--- config.mk ---
export PLATFORM = sky130hd
export DESIGN_NAME = fp_abort_led
export DESIGN_NICKNAME = d
export VERILOG_FILES = /design/src/rtl/fpal_pkg.sv /design/src/rtl/fpal_sync.sv /design/src/rtl/fpal_debounce.sv /design/src/rtl/fpal_regs.sv /design/src/rtl/fp_abort_led.sv
export SDC_FILE = /design/constraint.sdc
export NUM_CORES = 1
export LEC_CHECK = 0
export BUFFER_PORTS_ARGS = -buffer_cell sky130_fd_sc_hd__clkbuf_2
export CORE_MARGIN = 2
export CORE_UTILIZATION = 51
export DETAILED_ROUTE_END_ITERATION = 6
export PLACE_DENSITY = 0.76
export SLEW_MARGIN = 10
export SYNTH_ARGS = -nofsm -noshare
export SYNTH_HDL_FRONTEND = slang
export SYNTH_SLANG_ARGS = --single-unit
export TNS_END_PERCENT = 1
--- constraint.sdc ---
create_clock -name clk -period 1.7 [get_ports clk]
set_input_delay 0.255 -clock clk [delete_from_list [all_inputs] [get_ports clk]]
set_output_delay 0.255 -clock clk [all_outputs]
set_load 0.01 [all_outputs]
--- src/rtl/fpal_pkg.sv ---
// Package: shared widths and field positions of the front-panel abort and
// LED control block. The positions below are what software decodes.
package fpal_pkg;
    localparam int REG_W          = 8;
    // abort register fields
    localparam int ABT_PEND_BIT   = 4;
    localparam int ABT_EN_BIT     = 5;
    localparam int ABT_CMOS_BIT   = 7;
    // lamp register fields
    localparam int LED_FAULT_BIT  = 0;
    localparam int LED_PASS_BIT   = 1;
    localparam int LED_FIELD_W    = 2;
endpackage

--- src/rtl/fpal_sync.sv ---
// Module: fpal_sync
// Carries an asynchronous single-bit level into the clk domain through a
// chain of STAGES flops. Assumes the input is a slow level (button, jumper).
module fpal_sync #(
    parameter int  STAGES    = 2,
    parameter logic RST_VAL  = 1'b0
) (
    input  logic clk,
    input  logic rst_n,
    input  logic din,
    output logic dout
);
    logic [STAGES-1:0] chain_q;

    // shift the input through the synchronizer chain
    always_ff @(posedge clk) begin
        if (!rst_n) chain_q <= {STAGES{RST_VAL}};
        else        chain_q <= {chain_q[STAGES-2:0], din};
    end

    assign dout = chain_q[STAGES-1];
endmodule

--- src/rtl/fpal_debounce.sv ---
// Module: fpal_debounce
// Accepts a new level only after the synchronized input has disagreed with
// the accepted level for 2**CNT_W consecutive cycles. Emits a one-cycle pulse
// in the cycle the accepted level goes from 0 to 1. Assumes the input is
// already synchronous to clk.
module fpal_debounce #(
    parameter int CNT_W = 16
) (
    input  logic clk,
    input  logic rst_n,
    input  logic level_in,
    output logic level_out,
    output logic rise_pulse
);
    logic [CNT_W-1:0] run_cnt;
    logic             differ;
    logic             window_done;

    assign differ      = (level_in != level_out);
    assign window_done = &run_cnt;

    // count the run of disagreeing cycles and flip the accepted level at its end
    always_ff @(posedge clk) begin
        if (!rst_n) begin
            run_cnt   <= '0;
            level_out <= 1'b0;
        end else if (!differ) begin
            run_cnt   <= '0;
        end else if (window_done) begin
            run_cnt   <= '0;
            level_out <= level_in;
        end else begin
            run_cnt   <= run_cnt + 1'b1;
        end
    end

    // mark the cycle in which the accepted level becomes pressed
    always_ff @(posedge clk) begin
        if (!rst_n) rise_pulse <= 1'b0;
        else        rise_pulse <= differ && window_done && level_in;
    end
endmodule

--- src/rtl/fpal_regs.sv ---
// Module: fpal_regs
// Holds the abort enable, the sticky pending flag and the two lamp bits, and
// forms the read images of both registers. Assumes press_pulse is a single
// cycle wide and cmos_fitted is synchronous.
module fpal_regs
    import fpal_pkg::*;
(
    input  logic             clk,
    input  logic             rst_n,
    input  logic             wr_abort,
    input  logic             wr_led,
    input  logic [REG_W-1:0] wdata,
    input  logic             press_pulse,
    input  logic             cmos_fitted,
    output logic             abort_en,
    output logic             abort_pend,
    output logic [LED_FIELD_W-1:0] led_q,
    output logic [REG_W-1:0] abort_img,
    output logic [REG_W-1:0] led_img
);
    // enable bit: set by writing 1, cleared by writing 0
    always_ff @(posedge clk) begin
        if (!rst_n)        abort_en <= 1'b0;
        else if (wr_abort) abort_en <= wdata[ABT_EN_BIT];
    end

    // sticky pending flag: a disabling write wins over a same-cycle press
    always_ff @(posedge clk) begin
        if (!rst_n)                              abort_pend <= 1'b0;
        else if (wr_abort && !wdata[ABT_EN_BIT]) abort_pend <= 1'b0;
        else if (press_pulse && abort_en)        abort_pend <= 1'b1;
    end

    // lamp bits: reset leaves both lamps lit (fault bit 0, pass bit 1)
    always_ff @(posedge clk) begin
        if (!rst_n) begin
            led_q                <= '0;
            led_q[LED_PASS_BIT]  <= 1'b1;
        end else if (wr_led) begin
            led_q <= wdata[LED_FIELD_W-1:0];
        end
    end

    // read image of the abort register
    always_comb begin
        abort_img               = '0;
        abort_img[ABT_PEND_BIT] = abort_pend;
        abort_img[ABT_EN_BIT]   = abort_en;
        abort_img[ABT_CMOS_BIT] = !cmos_fitted;
    end

    // read image of the lamp register
    always_comb begin
        led_img                   = '0;
        led_img[LED_FIELD_W-1:0]  = led_q;
    end
endmodule

--- src/rtl/fp_abort_led.sv ---
// Module: fp_abort_led
// Front-panel abort button and health lamp controller behind a byte port.
// Assumes a single clock, synchronous active-low reset, and that register
// reads are sampled combinationally while a select is held.
module fp_abort_led
    import fpal_pkg::*;
#(
    parameter int DEBOUNCE_BITS = 16,
    parameter int SYNC_STAGES   = 2
) (
    input  logic             clk,
    input  logic             rst_n,
    input  logic             sel_abort,
    input  logic             sel_led,
    input  logic             wr_en,
    input  logic [REG_W-1:0] wdata,
    output logic [REG_W-1:0] rdata,
    input  logic             abort_btn_raw,
    input  logic             cmos_jumper_fitted,
    output logic             abort_irq,
    output logic             fault_led_on,
    output logic             pass_led_on
);
    logic btn_sync;
    logic btn_level;
    logic press_pulse;
    logic jmp_sync;
    logic abort_en;
    logic abort_pend;
    logic [LED_FIELD_W-1:0] led_q;
    logic [REG_W-1:0] abort_img;
    logic [REG_W-1:0] led_img;

    fpal_sync #(.STAGES(SYNC_STAGES), .RST_VAL(1'b0)) btn_sync_i (
        .clk(clk), .rst_n(rst_n), .din(abort_btn_raw), .dout(btn_sync)
    );

    fpal_sync #(.STAGES(SYNC_STAGES), .RST_VAL(1'b0)) jmp_sync_i (
        .clk(clk), .rst_n(rst_n), .din(cmos_jumper_fitted), .dout(jmp_sync)
    );

    fpal_debounce #(.CNT_W(DEBOUNCE_BITS)) deb_i (
        .clk(clk), .rst_n(rst_n), .level_in(btn_sync),
        .level_out(btn_level), .rise_pulse(press_pulse)
    );

    fpal_regs regs_i (
        .clk(clk), .rst_n(rst_n),
        .wr_abort(wr_en && sel_abort), .wr_led(wr_en && sel_led),
        .wdata(wdata), .press_pulse(press_pulse), .cmos_fitted(jmp_sync),
        .abort_en(abort_en), .abort_pend(abort_pend), .led_q(led_q),
        .abort_img(abort_img), .led_img(led_img)
    );

    // read mux: the abort register has priority when both are selected
    always_comb begin
        if (sel_abort)    rdata = abort_img;
        else if (sel_led) rdata = led_img;
        else              rdata = '0;
    end

    assign abort_irq    = abort_pend && abort_en;
    assign fault_led_on = !led_q[LED_FAULT_BIT];
    assign pass_led_on  = led_q[LED_PASS_BIT];
endmodule

==> results.toml <==
[synth]
async_reset_ff_share_pct = 0
yosys_warnings = 0
synth_compound_area_share_pct = 4.95
postSynthAreaPerCell_um2 = 9.18
synthMuxAreaShare_pct = 0
synth-edff-count = 0
synth_area_leaders = "dfxtp_1 (47%), xor2_1 (9.5%), nor2_1 (5.7%)"
synthCells = 121
synth_top_family_by_area = "simple AND/OR/NAND/NOR gates"
synth_xor_area_share_pct = 11.0
syn-cell-area_um2 = 1110
synth_top_area_cell = "dfxtp_1"
synth_seq_area_share_pct = 46.8
synth_seq_cells = 26
ys_types = 31
synthSimpleGateAreaFrac_pct = 28.8
yosysTopAreaCellShare_pct = 46.8
ys.flop_type = "dfxtp_1"
synthAdderAreaFrac_pct = 1.13

[timing]
grt_setup_unrepaired = "false"
layout_min_cycle_time_ps = 1540
tns_ps = 0
finalSetupViolCount = 0
hold_ws_ps = 145
final-hold-violation-count = 0
fin_skew_ps = 8.49
fmax_mhz = 648
fin_crit_sh_pct = 90.8
slew_viol_final = 0

[setup_path]
cp_slowest_stage_delay_ps = 420
startpoint_type = "flop"
worst_ep_arrival_time_ps = 1800
crit_fanout = 8
r2r_setup_slack_ps = 160
critical_path.slowest_cell = "dfxtp_1"
critPathRequiredTime_ps = 1950
r2r_start = "deb_i.run_cnt[4]"
timing.rr.end = "deb_i.run_cnt[14]"
cp_cell_sequence = "and4_1, nand3_4, or3_1, a21oi_1"
critPathCaptureType = "flop"
r2r_cells = 4
crit_type = "reg -> reg"

[floorplanning]
io_pins = 26
coreArea_um2 = 2000
fp.dieW_um = 50.7
row_count = 16
die_area_um2 = 2570
start_util_pct = 55.5
die_h_um = 50.7

[power_and_ir_drop]
ir_drop_v = 0.000671
power_density_nw_per_um2 = 766
cellLeakagePower_nw = 0.478

[global_route]
grt_overflow = 0
grtUsageTotal_pct = 16.2
top_usage_layer = "met2"
met3_usage_pct = 3.57
grt.met2_usage_pct = 28.9
antenna_found_initial = 0
grtUsageMet1_pct = 18.9
grt_pass1_vias = 812
grt_pass1_wl_mm = 3.19
grt_max_degree = 14

[placement]
place_inst = 160
io_buffer_count = 17
dp_hpwl_mm = 1.35
routabilityCongestion = 0.775

[routing]
drtIter0Drc = 8
ant_nets = 0
routedWlPerCell_um = 11.0
via_per_inst = 5.02
drc = 0
wl_mm = 1.79
dr.pass1.iters = 4
dr_total_vias = 819

[cts]
cts.htree.levels = 1
hold_buffers = 0
numCtsBuffers = 3
clock-sinks = 26
clockBufferDepth = 2
cts_tree = "done"
cts_root_buf = "clkbuf_4"
cts_setup_buffers = 0
clock_latency_ps = 310
post_cts_resized = 0
clkTransAtPathRegs_ps = 130

[final_layout]
layout_common_cells = "dfxtp_1 (26), nor2_1 (17), clkbuf_2 (17)"
diodes = 0
synthToLayoutAreaGrowth_pct = 8.56
drive_gt1_share_pct = 17.6
layout.nets = 154
layout_commonest_cell = "dfxtp_1"
instances_no_fill = 163

[worst_hold_path]
hold_class = "in -> reg"
hold-path-endpoint = "btn_sync_i.chain_q[0]"
min-delay-start = "abort_btn_raw"
whs_path_depth = 2

[run_status]
outcome = "completed"

[run]
maxCapViolCount = 0
## power breakdown
| group | total [mW] | internal (mW) | switching, mW |
|---|---|---|---|
| Combinational | 0.0506 | 0.0223 | 0.0283 |
| Sequential | 0.623 | 0.619 | 0.00479 |
| Clock | 0.250 | 0.0829 | 0.167 |
| Total | 0.924 | 0.724 | 0.200 |
## critical path, delay by kind of cell (launching register included)
| family | cells | cell delay (ps) |
|---|---|---|
| flip-flops | 1 | 420 |
| AND/OR/NAND/NOR | 3 | 910 |
| AO/OA/AOI/OAI | 1 | 160 |
## routing by layer
metal  part of all wire (%)  vias to the layer above
met1                     46                      373
met4                    1.0                        0
met5                      0                        -
li1                       -                      433
met3                    2.7                        4
met2                     50                        9
## sequential cells by signal, indices dropped and copies added (netlist names)
| register | cells |
|---|---|
| btn_sync_i.chain_q | 2 |
| deb_i.level_out | 1 |
| deb_i.rise_pulse | 1 |
| deb_i.run_cnt | 16 |
| jmp_sync_i.chain_q | 2 |
| regs_i.abort_en | 1 |
| regs_i.abort_pend | 1 |
| regs_i.led_q | 2 |
## cell usage after synthesis (3+ instances only)
| master | n |
|---|---|
| dfxtp_1 | 26 |
| xor2_1 | 12 |
| nor2_1 | 17 |
| nand3_1 | 6 |
| and3_1 | 3 |
| nand4_1 | 7 |
| buf_4 | 4 |
| and2_1 | 8 |
| nand2_1 | 9 |
| a21oi_1 | 3 |
## worst max path at each step
stage	from	endpoint	slack [ps]	depth (start not counted)
floorplan	deb_i.run_cnt[0]	deb_i.run_cnt[14]	280	6
global placement	deb_i.run_cnt[4]	deb_i.run_cnt[14]	250	4
detailed placement	deb_i.run_cnt[4]	deb_i.run_cnt[14]	180	4
CTS	deb_i.run_cnt[4]	deb_i.run_cnt[14]	160	4
global route	deb_i.run_cnt[4]	deb_i.run_cnt[14]	50	4
finish	deb_i.run_cnt[4]	deb_i.run_cnt[14]	160	4
## through the flow
stage / power, mW / setup slack [ps] / cell area, um^2 / utilization, %
global route: 0.961 / 46.0 / 1210 / 60.3
finish: 0.924 / 157 / 1210 / 60.3
global placement: 0.685 / 255 / 1180 / 59.1
detailed placement: 0.688 / 180 / 1180 / 59.1
CTS: 0.933 / 162 / 1210 / 60.3
floorplan: 0.670 / 278 / 1120 / -
## cell families after synthesis
family                   after synthesis
buffers and inverters                 11
XOR/XNOR                              14
AO/OA/AOI/OAI                          9
flip-flops                            26
other                                  1
AND/OR/NAND/NOR                       59
adder cells (fa/ha/maj)                1
## layout make-up
class | instances | area, um^2
inverters | 2 | 7.51
clock buffers | 3 | 22.5
repair buffers | 19 | 100
flip-flops and latches | 26 | 520
well taps | 27 | 33.8
fillers | 200 | 796
multi-input cells | 86 | 522
Note: power is estimated with default switching activity, not from simulation.
